==> config.mk <==
export PLATFORM = sky130hd
export DESIGN_NAME = ib_density_mon
export DESIGN_NICKNAME = d
export VERILOG_FILES = /design/src/rtl/ibd_pkg.sv /design/src/rtl/ibd_snap_chain.sv /design/src/rtl/ibd_popcmp.sv /design/src/rtl/ibd_prio.sv /design/src/rtl/ib_density_mon.sv
export SDC_FILE = /design/constraint.sdc
export NUM_CORES = 1
export LEC_CHECK = 0
export BUFFER_PORTS_ARGS = -buffer_cell sky130_fd_sc_hd__buf_2
export CAP_MARGIN = 20
export CORE_ASPECT_RATIO = 0.6
export CORE_UTILIZATION = 56
export CTS_BUF_LIST = sky130_fd_sc_hd__clkbuf_8
export CTS_CLUSTER_SIZE = 20
export DETAILED_ROUTE_END_ITERATION = 10
export GPL_TIMING_DRIVEN = 1
export PLACE_DENSITY = 0.81
export SYNTH_ARGS = -nofsm -noshare
export SYNTH_HDL_FRONTEND = slang
export SYNTH_HIERARCHICAL = 1
export SYNTH_SLANG_ARGS = --single-unit
==> constraint.sdc <==
create_clock -name clk_i -period 10.23 [get_ports clk_i]
set_input_delay 2.046 -clock clk_i [delete_from_list [all_inputs] [get_ports clk_i]]
set_output_delay 2.046 -clock clk_i [all_outputs]
set_load 0.01 [all_outputs]
==> src/rtl/ibd_pkg.sv <==
package ibd_pkg;
  function automatic int unsigned clog2_min1(int unsigned v);
    return (v > 1) ? $clog2(v) : 1;
  endfunction
endpackage

==> src/rtl/ibd_snap_chain.sv <==
module ibd_snap_chain #(
  parameter int unsigned RET_W = 3,
  parameter int unsigned WIN_W = 32
) (
  input  logic [WIN_W-1:0]            win_i,
  input  logic [RET_W-1:0]            valid_i,
  input  logic [RET_W-1:0]            ib_i,
  output logic [RET_W:0][WIN_W-1:0]   snap_o
);
  assign snap_o[0] = win_i;

  for (genvar k = 0; k < RET_W; k++) begin : g_stage
    assign snap_o[k+1] = valid_i[k] ? {snap_o[k][WIN_W-2:0], ib_i[k]} : snap_o[k];
  end
endmodule

==> src/rtl/ibd_popcmp.sv <==
module ibd_popcmp #(
  parameter int unsigned WIN_W = 32,
  parameter int unsigned CNT_W = 6
) (
  input  logic [WIN_W-1:0] win_i,
  input  logic [CNT_W-1:0] thr_i,
  output logic             over_o
);
  logic [CNT_W-1:0] cnt;

  always_comb begin
    cnt = '0;
    for (int i = 0; i < int'(WIN_W); i++) begin
      cnt = cnt + CNT_W'(win_i[i]);
    end
  end

  assign over_o = (cnt > thr_i);
endmodule

==> src/rtl/ibd_prio.sv <==
module ibd_prio #(
  parameter int unsigned RET_W  = 3,
  parameter int unsigned SLOT_W = 2
) (
  input  logic [RET_W-1:0]  hit_i,
  input  logic [RET_W-1:0]  valid_i,
  output logic              exc_valid_o,
  output logic [RET_W-1:0]  exc_vec_o,
  output logic [SLOT_W-1:0] exc_slot_o,
  output logic [RET_W-1:0]  squash_o
);
  always_comb begin
    exc_valid_o = 1'b0;
    exc_vec_o   = '0;
    exc_slot_o  = '0;
    squash_o    = '0;
    for (int k = 0; k < int'(RET_W); k++) begin
      if (exc_valid_o) begin
        squash_o[k] = valid_i[k];
      end else if (hit_i[k]) begin
        exc_valid_o  = 1'b1;
        exc_vec_o[k] = 1'b1;
        exc_slot_o   = SLOT_W'(k);
      end
    end
  end
endmodule

==> src/rtl/ib_density_mon.sv <==
module ib_density_mon #(
  parameter int unsigned RET_W   = 3,
  parameter int unsigned WIN_W   = 32,
  parameter int unsigned CNT_W   = $clog2(WIN_W + 1),
  parameter int unsigned SLOT_W  = ibd_pkg::clog2_min1(RET_W),
  parameter int unsigned THR_RST = 10
) (
  input  logic              clk_i,
  input  logic              rst_ni,
  input  logic [RET_W-1:0]  ret_valid_i,
  input  logic [RET_W-1:0]  ret_ib_i,
  input  logic              win_we_i,
  input  logic [WIN_W-1:0]  win_wdata_i,
  input  logic              thr_we_i,
  input  logic [CNT_W-1:0]  thr_wdata_i,
  output logic [WIN_W-1:0]  win_o,
  output logic [CNT_W-1:0]  thr_o,
  output logic              exc_valid_o,
  output logic [RET_W-1:0]  exc_vec_o,
  output logic [SLOT_W-1:0] exc_slot_o,
  output logic [RET_W-1:0]  squash_o
);
  logic [WIN_W-1:0]          win_q, win_d;
  logic [CNT_W-1:0]          thr_q;
  logic [RET_W:0][WIN_W-1:0] snap;
  logic [RET_W-1:0]          over, hit;

  ibd_snap_chain #(.RET_W(RET_W), .WIN_W(WIN_W)) i_chain (
    .win_i   (win_q),
    .valid_i (ret_valid_i),
    .ib_i    (ret_ib_i),
    .snap_o  (snap)
  );

  for (genvar k = 0; k < RET_W; k++) begin : g_cmp
    ibd_popcmp #(.WIN_W(WIN_W), .CNT_W(CNT_W)) i_popcmp (
      .win_i  (snap[k+1]),
      .thr_i  (thr_q),
      .over_o (over[k])
    );
  end

  assign hit = over & ret_valid_i;

  ibd_prio #(.RET_W(RET_W), .SLOT_W(SLOT_W)) i_prio (
    .hit_i       (hit),
    .valid_i     (ret_valid_i),
    .exc_valid_o (exc_valid_o),
    .exc_vec_o   (exc_vec_o),
    .exc_slot_o  (exc_slot_o),
    .squash_o    (squash_o)
  );

  // commit only through the flagged slot
  always_comb begin
    win_d = snap[RET_W];
    for (int k = 0; k < int'(RET_W); k++) begin
      if (exc_vec_o[k]) win_d = snap[k+1];
    end
  end

  always_ff @(posedge clk_i or negedge rst_ni) begin
    if (!rst_ni) begin
      win_q <= '0;
      thr_q <= CNT_W'(THR_RST);
    end else begin
      win_q <= win_we_i ? win_wdata_i : win_d;
      if (thr_we_i) thr_q <= thr_wdata_i;
    end
  end

  assign win_o = win_q;
  assign thr_o = thr_q;
endmodule

* Yosys cells after proc, flatten, opt, wreduce, memory -nomap -nowiden
Index checks and enable logic that the tools add are counted.
** Operators by class
- Order comparisons :: 3
- Muxes and demuxes :: 20
- $add $sub $neg :: 93
- Bitwise operators :: 1
** Operator list (number)
- 6-bit by 1-bit adder with 6-bit output :: 90
- 32-bit 2-to-1 mux :: 7
- 6-bit greater-than comparator :: 3
- 1-bit 2-to-1 mux :: 10
- 1-bit by 1-bit adder with 2-bit output :: 3
- 2-bit 2-to-1 mux :: 3
- 3-bit bitwise AND :: 1
** Word-level totals
- Logic and storage cells :: 119
- Output and inout bits :: 47
- Bits in registers :: 38

* Logic depth before layout (Yosys ltp)
Gate-level depths: netlist (run 1).
- Word-level depth :: 41
- Depth in mapped cells :: 33
- Mapped depth without buffers :: 28

* Modules after synthesis
Netlist (run 1), hierarchy kept.
** By module, submodules not included
- ib_density_mon :: area each 2327.2 µm², cells an instance 201, times used 1
- ibd_snap_chain :: area each 2179.6 µm², cells an instance 211, times used 1
- ibd_popcmp at g_cmp[0].i_popcmp :: area each 975.9 µm², cells an instance 110, times used 1
- ibd_popcmp at g_cmp[1].i_popcmp :: area each 969.7 µm², cells an instance 110, times used 1
- ibd_popcmp at g_cmp[2].i_popcmp :: area each 950.9 µm², cells an instance 105, times used 1
- ibd_prio :: area each 66.3 µm², cells an instance 10, times used 1

* Worst setup path after synthesis (run 1)
OpenSTA, ideal clock, no wires.
- Kind :: input to output
- From :: input port ret_valid_i[1]
- To :: output port exc_vec_o[2]
- Setup slack :: -0.183 ns
- Data arrival time :: 8.367 ns
- Cell stages on the path :: 28
- Path buffers :: 3
- Data required time :: 8.184 ns
- Path through :: buf_6 -> buf_6 -> mux2_4 -> mux2i_4 -> inv_1 -> fa_1 -> inv_1 -> fa_1 -> fa_1 -> fa_1 -> fa_1 -> fa_1 -> inv_1 -> ha_1 -> inv_1 -> fa_1 -> inv_1 -> a21o_1 -> a21oi_2 -> xnor2_1 -> ha_1 -> a21oi_1 -> nand2_1 -> a221oi_1 -> a31oi_1 -> and2_1 -> nor3b_1 -> buf_4
** RTL lines
- from (decl) :: RTL line ib_density_mon.sv:10 : input logic [RET_W-1:0] ret_valid_i,
- to (decl) :: RTL line ib_density_mon.sv:19 : output logic [RET_W-1:0] exc_vec_o,

==> metrics.yaml, run 1 <==
status: "finished, violations left"
violations: "negative setup slack"
nets: 1051
slew_viol_final: 0
slowest_delay_ps: 520
drtIter0Drc: 511
tightest_slew_ps: 965
syn_nets: 874
first_global_vias: 5896
die_area_sq_um: 13400
vias_per_cell: 5.67
portBuffers: 93
core_sq_um: 12300
hp-class: "flop to flop"
startpoint_type: "input port"
final.setup_skew_ps: 4.78
drt-total-wl_mm: 21.1
critPathMostFrequentCell: "fa_1"
drive_above_1_share_pct: 46.5
cts-root-buf: "clkbuf_8"
worst_slack_ps: -374
rsz0062_at_grt: "yes"
drt_first_pass_iters: 5
grt_pass1_wl_mm: 31.7
fin_crit_ps: 10600
fp.dieW_um: 149
antenna_found_initial: 0
r2r-start: "win_o[2]"
max_slew_margin_pct: 35.7
cp_data_arrival_time_ps: 8560
vias: 5995
finalCritPeriodShare_pct: 104
grt_max_degree: 65
io_pins: 95
insertion_delay_ps: 300
cts_buffers: 5
clk_path_buf_depth: 2
syn_avg_cell_area_sq_um: 10.1
grt-ovfl-total: 0
critPathKind: "input port to output port"
setup_violations: 7
cts_tree: "yes"
grtUsageTotal_pct: 30.9
place_worst_setup_slack_ps: -598
gp_congestion: 0.933
dpl.hpwl_mm: 15.5
fill_cells: 805
route.detailed.drc: 0
syn_area_sq_um: 7230
cts.sinks: 38
htree_levels: 2
ys_warn_count: 6
antenna_cells: 0
cts_hold_buffers: 0
r2r_slack_ps: 2310
crit_path_end_kind: "output port"
hold_slack_ps: 642
finalHoldViolCount: 0
max_cap_violations: 0
holdCritStartpoint: "thr_o[5]"
worst_path_max_delay_cell: "fa_1"
crit_path_start: "ret_valid_i[1]"
clk_pin_slew_worst_paths_ps: 90
area_growth_pct: 25.8
post_drt_wl_per_cell_um: 20.0
syn_inst: 715
fmax_ghz: 0.0943
fp-row-count: 31
postRouteAntennaNets: 0
die_h_um: 90.0
cp.required_ps: 8180
start_util_pct: 58.6
cp_max_fo: 6
-- sequential cells by signal, indices dropped and copies added (netlist names) --
register  flops
thr_o         6
win_o        32
-- critical path, delay by kind of cell --
kind | cells | cell delay [ps]
compound gates | 5 | 850
xor+xnor | 1 | 90
fa+ha+maj | 9 | 3750
buf+inv | 6 | 670
mux | 3 | 650
simple gates | 2 | 490
-- layer usage --
metal	global-route usage [%]	wire [um]	vias up	part of all wire (%)
li1	-	-	2714	-
met1	47.0	9710	2963	46
met2	44.2	9280	293	44
met3	7.41	1880	25	8.9
met4	6.01	266	0	1.3
met5	0	0	-	0
-- metrics by stage --
step	TNS (ps)	util, %	area, sq um	std cells
finish	-1620	73.7	9090	1057
global route	-3070	73.7	9090	1057
CTS	-1900	71.0	8760	1040
detailed placement	-3510	68.3	8430	1024
global placement	-2320	68.3	8430	1024
floorplan	-8.99	-	7260	715
-- worst paths after layout --
kind,end,cells after the start
setup / recovery,exc_valid_o,26
hold / removal,thr_o[5],1
setup reg to reg,win_o[22],28
hold reg to reg,thr_o[5],1
max in group asynchronous,win_o[4],1
min in group asynchronous,win_o[29],1
-- area by class of cell --
| type | instances | area, sq um | share of cell area [%] |
|---|---|---|---|
| Multi-Input combinational cell | 442 | 5470 | 60.2 |
| Timing Repair Buffer | 209 | 1650 | 18.1 |
| Sequential cell | 38 | 953 | 10.5 |
| Inverter | 196 | 736 | 8.09 |
| Tap cell | 165 | 206 | 2.27 |
| Clock buffer | 5 | 68.8 | 0.757 |
| Clock inverter | 2 | 7.51 | 0.0826 |
-- timing repair --
action,in CTS,in global routing
pin swaps,25,34
buffers inserted,7,14
cloned,2,4
setup endpoints to repair,8,8
resized for setup,35,40
-- layout by cell type (no fill, tap or decap), types with 3 or more instances in the layout --
cell,count
inv_1,184
buf_4,97
buf_2,87
fa_1,66
mux2_2,60
ha_1,36
dfrtp_1,36
a21oi_1,35
o22ai_1,33
mux2_4,32
o22ai_2,30
mux2i_1,25
mux2i_4,24
inv_2,14
mux2i_2,13
buf_12,13
nand2_1,11
xnor2_1,9
mux2_1,8
a21o_1,8
a21oi_2,7
fa_2,6
buf_6,6
clkbuf_8,5
and2_4,4
clkbuf_16,4
nand3_1,3
o21ai_0,3
Power of run 1 is left out: the tool's default activity adds up to more than one toggle a clock period on the data nets, which glitch-free logic cannot reach.
==> run 2, diff against run 1 <==
--- a/config.mk
+++ b/config.mk
@@ -8,7 +8,7 @@
 export BUFFER_PORTS_ARGS = -buffer_cell sky130_fd_sc_hd__buf_2
 export CAP_MARGIN = 20
 export CORE_ASPECT_RATIO = 0.6
-export CORE_UTILIZATION = 56
+export CORE_UTILIZATION = 55
 export CTS_BUF_LIST = sky130_fd_sc_hd__clkbuf_8
 export CTS_CLUSTER_SIZE = 20
 export DETAILED_ROUTE_END_ITERATION = 10
@@ -16,5 +16,4 @@
 export PLACE_DENSITY = 0.81
 export SYNTH_ARGS = -nofsm -noshare
 export SYNTH_HDL_FRONTEND = slang
-export SYNTH_HIERARCHICAL = 1
 export SYNTH_SLANG_ARGS = --single-unit
==> run 2 against run 1 <==
The run still ends with negative setup slack left. Via count increased by 2.2%. Sequential share of layout area increased by 0.54 points. Clock skew increased by 9.4 ps. Final cell count decreased by 2.8%. Hold slack got worse by 6.4 ps. Die area decreased by 12%. Register-to-register slack improved by 30 ps. Largest cell class unchanged. Global-route usage increased by 6.1 points. Setup slack got worse by 130 ps. Critical path depth increased by 4. Flip-flop and latch count unchanged. Utilization increased by 6.2 points.
==> metrics.yaml, run 2 <==
r2r-start: "win_o[0]"
critPathMostFrequentCell: "fa_1"
syn_inst: 683
holdCritStartpoint: "thr_o[3]"
synth_mux_area_share_pct: 20.4
reg2reg_depth: 27
cts_tree: "yes"
r2r_slack_ps: 2340
grtUsageTotal_pct: 37.0
synth_ff_type: "dfrtp_1"
fmax_ghz: 0.0932
post_drt_wl_per_cell_um: 21.0
place_area_sq_um: 7680
dp.cells: 981
hold_slack_ps: 636
grt_max_degree: 67
clk_path_buf_depth: 2
syn_area_sq_um: 6270
tightest_slew_ps: 949
stdcell_area_sq_um: 8640
portBuffers: 93
worst_path_max_delay_cell: "fa_1"
ys_warn_count: 0
cts.sinks: 38
fin_tns_setup_ps: -2910
drtIter0Drc: 444
cp_max_fo: 8
insertion_delay_ps: 320
clk_pin_slew_worst_paths_ps: 80
max_cap_violations: 0
cp.required_ps: 8180
start_util_pct: 57.9
holdPathStages: 2
drt_first_pass_iters: 5
final.setup_skew_ps: 14.2
first_global_vias: 6230
synth_adder_area_share_pct: 31.3
setup_violations: 8
postRouteAntennaNets: 0
cts-root-buf: "clkbuf_8"
nets: 1049
yosys.area_share.simple_pct: 8.29
synth_area_leaders: "fa_1 (23%), dfrtp_1 (14%), mux2i_1 (10%)"
synthTopCellsByCount: "inv_1 (113), fa_1 (71), mux2i_1 (65)"
slowest_delay_ps: 570
die_area_sq_um: 11800
yosysSeqAreaShare_pct: 15.2
fp-row-count: 29
vias: 6126
fin_crit_ps: 10730
slew_viol_final: 0
syn_avg_cell_area_sq_um: 9.17
cts_hold_buffers: 0
final_common_cell: "buf_4"
vias_per_cell: 5.96
synth_edf_count: 0
core_sq_um: 10800
crit_path_end_kind: "output port"
gp_congestion: 0.960
route.detailed.drc: 0
yosys_register_bits: 38
grt_pass1_wl_mm: 33.2
synth_xor_area_share_pct: 1.54
stdcell_count: 1027
largest_reg_flops: 32
critPathKind: "input port to output port"
cts_buffers: 5
synthDominantCellAreaShare_pct: 22.7
reg2reg_to: "win_o[2]"
dpl.hpwl_mm: 15.8
finalHoldViolCount: 0
fp.dieW_um: 140
violations: "negative setup slack"
cp_data_arrival_time_ps: 8680
drt-total-wl_mm: 21.6
yosysTopAreaCell: "fa_1"
startpoint_type: "input port"
mostFrequentLayoutCells: "buf_4 (125), inv_1 (93), buf_2 (83)"
status: "finished, violations left"
synth_compound_area_share_pct: 13.1
htree_levels: 2
synthArstFlopShare_pct: 100
die_h_um: 84.7
whs_endpoint: "thr_o[3]"
area_growth_pct: 37.9
yosysMostFrequentCell: "inv_1"
synth_top_family_by_area: "adder cells"
finalCritPeriodShare_pct: 105
max_slew_margin_pct: 36.7
grt-ovfl-total: 0
worst_slack_ps: -500
io_pins: 95
ys_types: 48
syn_nets: 845
rsz0062_at_grt: "yes"
hp-class: "flop to flop"
drive_above_1_share_pct: 43.9
antenna_cells: 0
antenna_found_initial: 0
## run 2: cell types whose count changed in the layout (fill, tap and decap cells not counted), sizes merged, moves of 7 or more
cell,before,now
inv,198,115
nor3,0,7
mux2,100,55
nand2,11,39
a22oi,0,9
nor2b,2,11
o22ai,63,0
buf,205,237
o21ai,4,38
a221o,0,7
nor2,1,35
nand2b,2,12
## run 2: cells by family after synthesis
logic type	count (synthesis)
XOR/XNOR	11
other	1
AND/OR/NAND/NOR	114
buffers and inverters	155
multiplexers	120
adder cells (fa/ha/maj)	114
flip-flops	38
AO/OA/AOI/OAI	130
## run 2: cell type report
type                       count  area (sq um)
multi-input combinational    490          5190
fill                         653          2170
timing repair buffer         237          1780
sequential                    38           953
inverter                     115           447
tap                          139           174
clock buffer                   6          82.6
clock inverter                 2          12.5
## run 2: worst max-delay path by stage
stage	from	to	slack, ps
final	ret_valid_i[1]	exc_valid_o	-500
after global routing	ret_valid_i[0]	exc_valid_o	-690
after CTS	ret_valid_i[1]	exc_valid_o	-520
after detailed placement	ret_valid_i[1]	exc_valid_o	-710
after global placement	ret_valid_i[1]	exc_valid_o	-530
after floorplan	ret_valid_i[0]	exc_vec_o[2]	-240
## run 2: worst max-delay path, delay by kind of cell
kind | cells | cell delay, ps
and+or+nand+nor | 3 | 460
xor gates and xnor gates | 1 | 170
muxes | 2 | 530
buffers and inverters | 10 | 790
AOI/OAI and AO/OA | 5 | 500
adders and majority gates | 9 | 4180
## run 2: metal layers
metal	track usage [%]	up-vias	part of all wire [%]	wire length, um
met5	0	-	0	0
li1	-	2689	-	-
met4	12.1	0	3.4	726
met2	59.2	382	46	9850
met3	9.53	72	10	2200
met1	49.3	2983	41	8840
## run 2: metrics by stage
step | utilization (%) | worst slack [ps]
after global placement | 71.1 | -526
after detailed placement | 71.1 | -709
after global routing | 79.9 | -694
after floorplan | - | -244
after CTS | 77.4 | -516
final | 79.9 | -500
## run 2: timing repair
| action | 4_1_cts | 5_1_grt |
|---|---|---|
| gates cloned | 2 | 0 |
| endpoints found under the setup margin | 8 | 8 |
| setup buffers | 26 | 11 |
| gates resized for setup | 103 | 54 |
| pin swaps | 26 | 34 |
Power of run 2 is left out for the same reason.
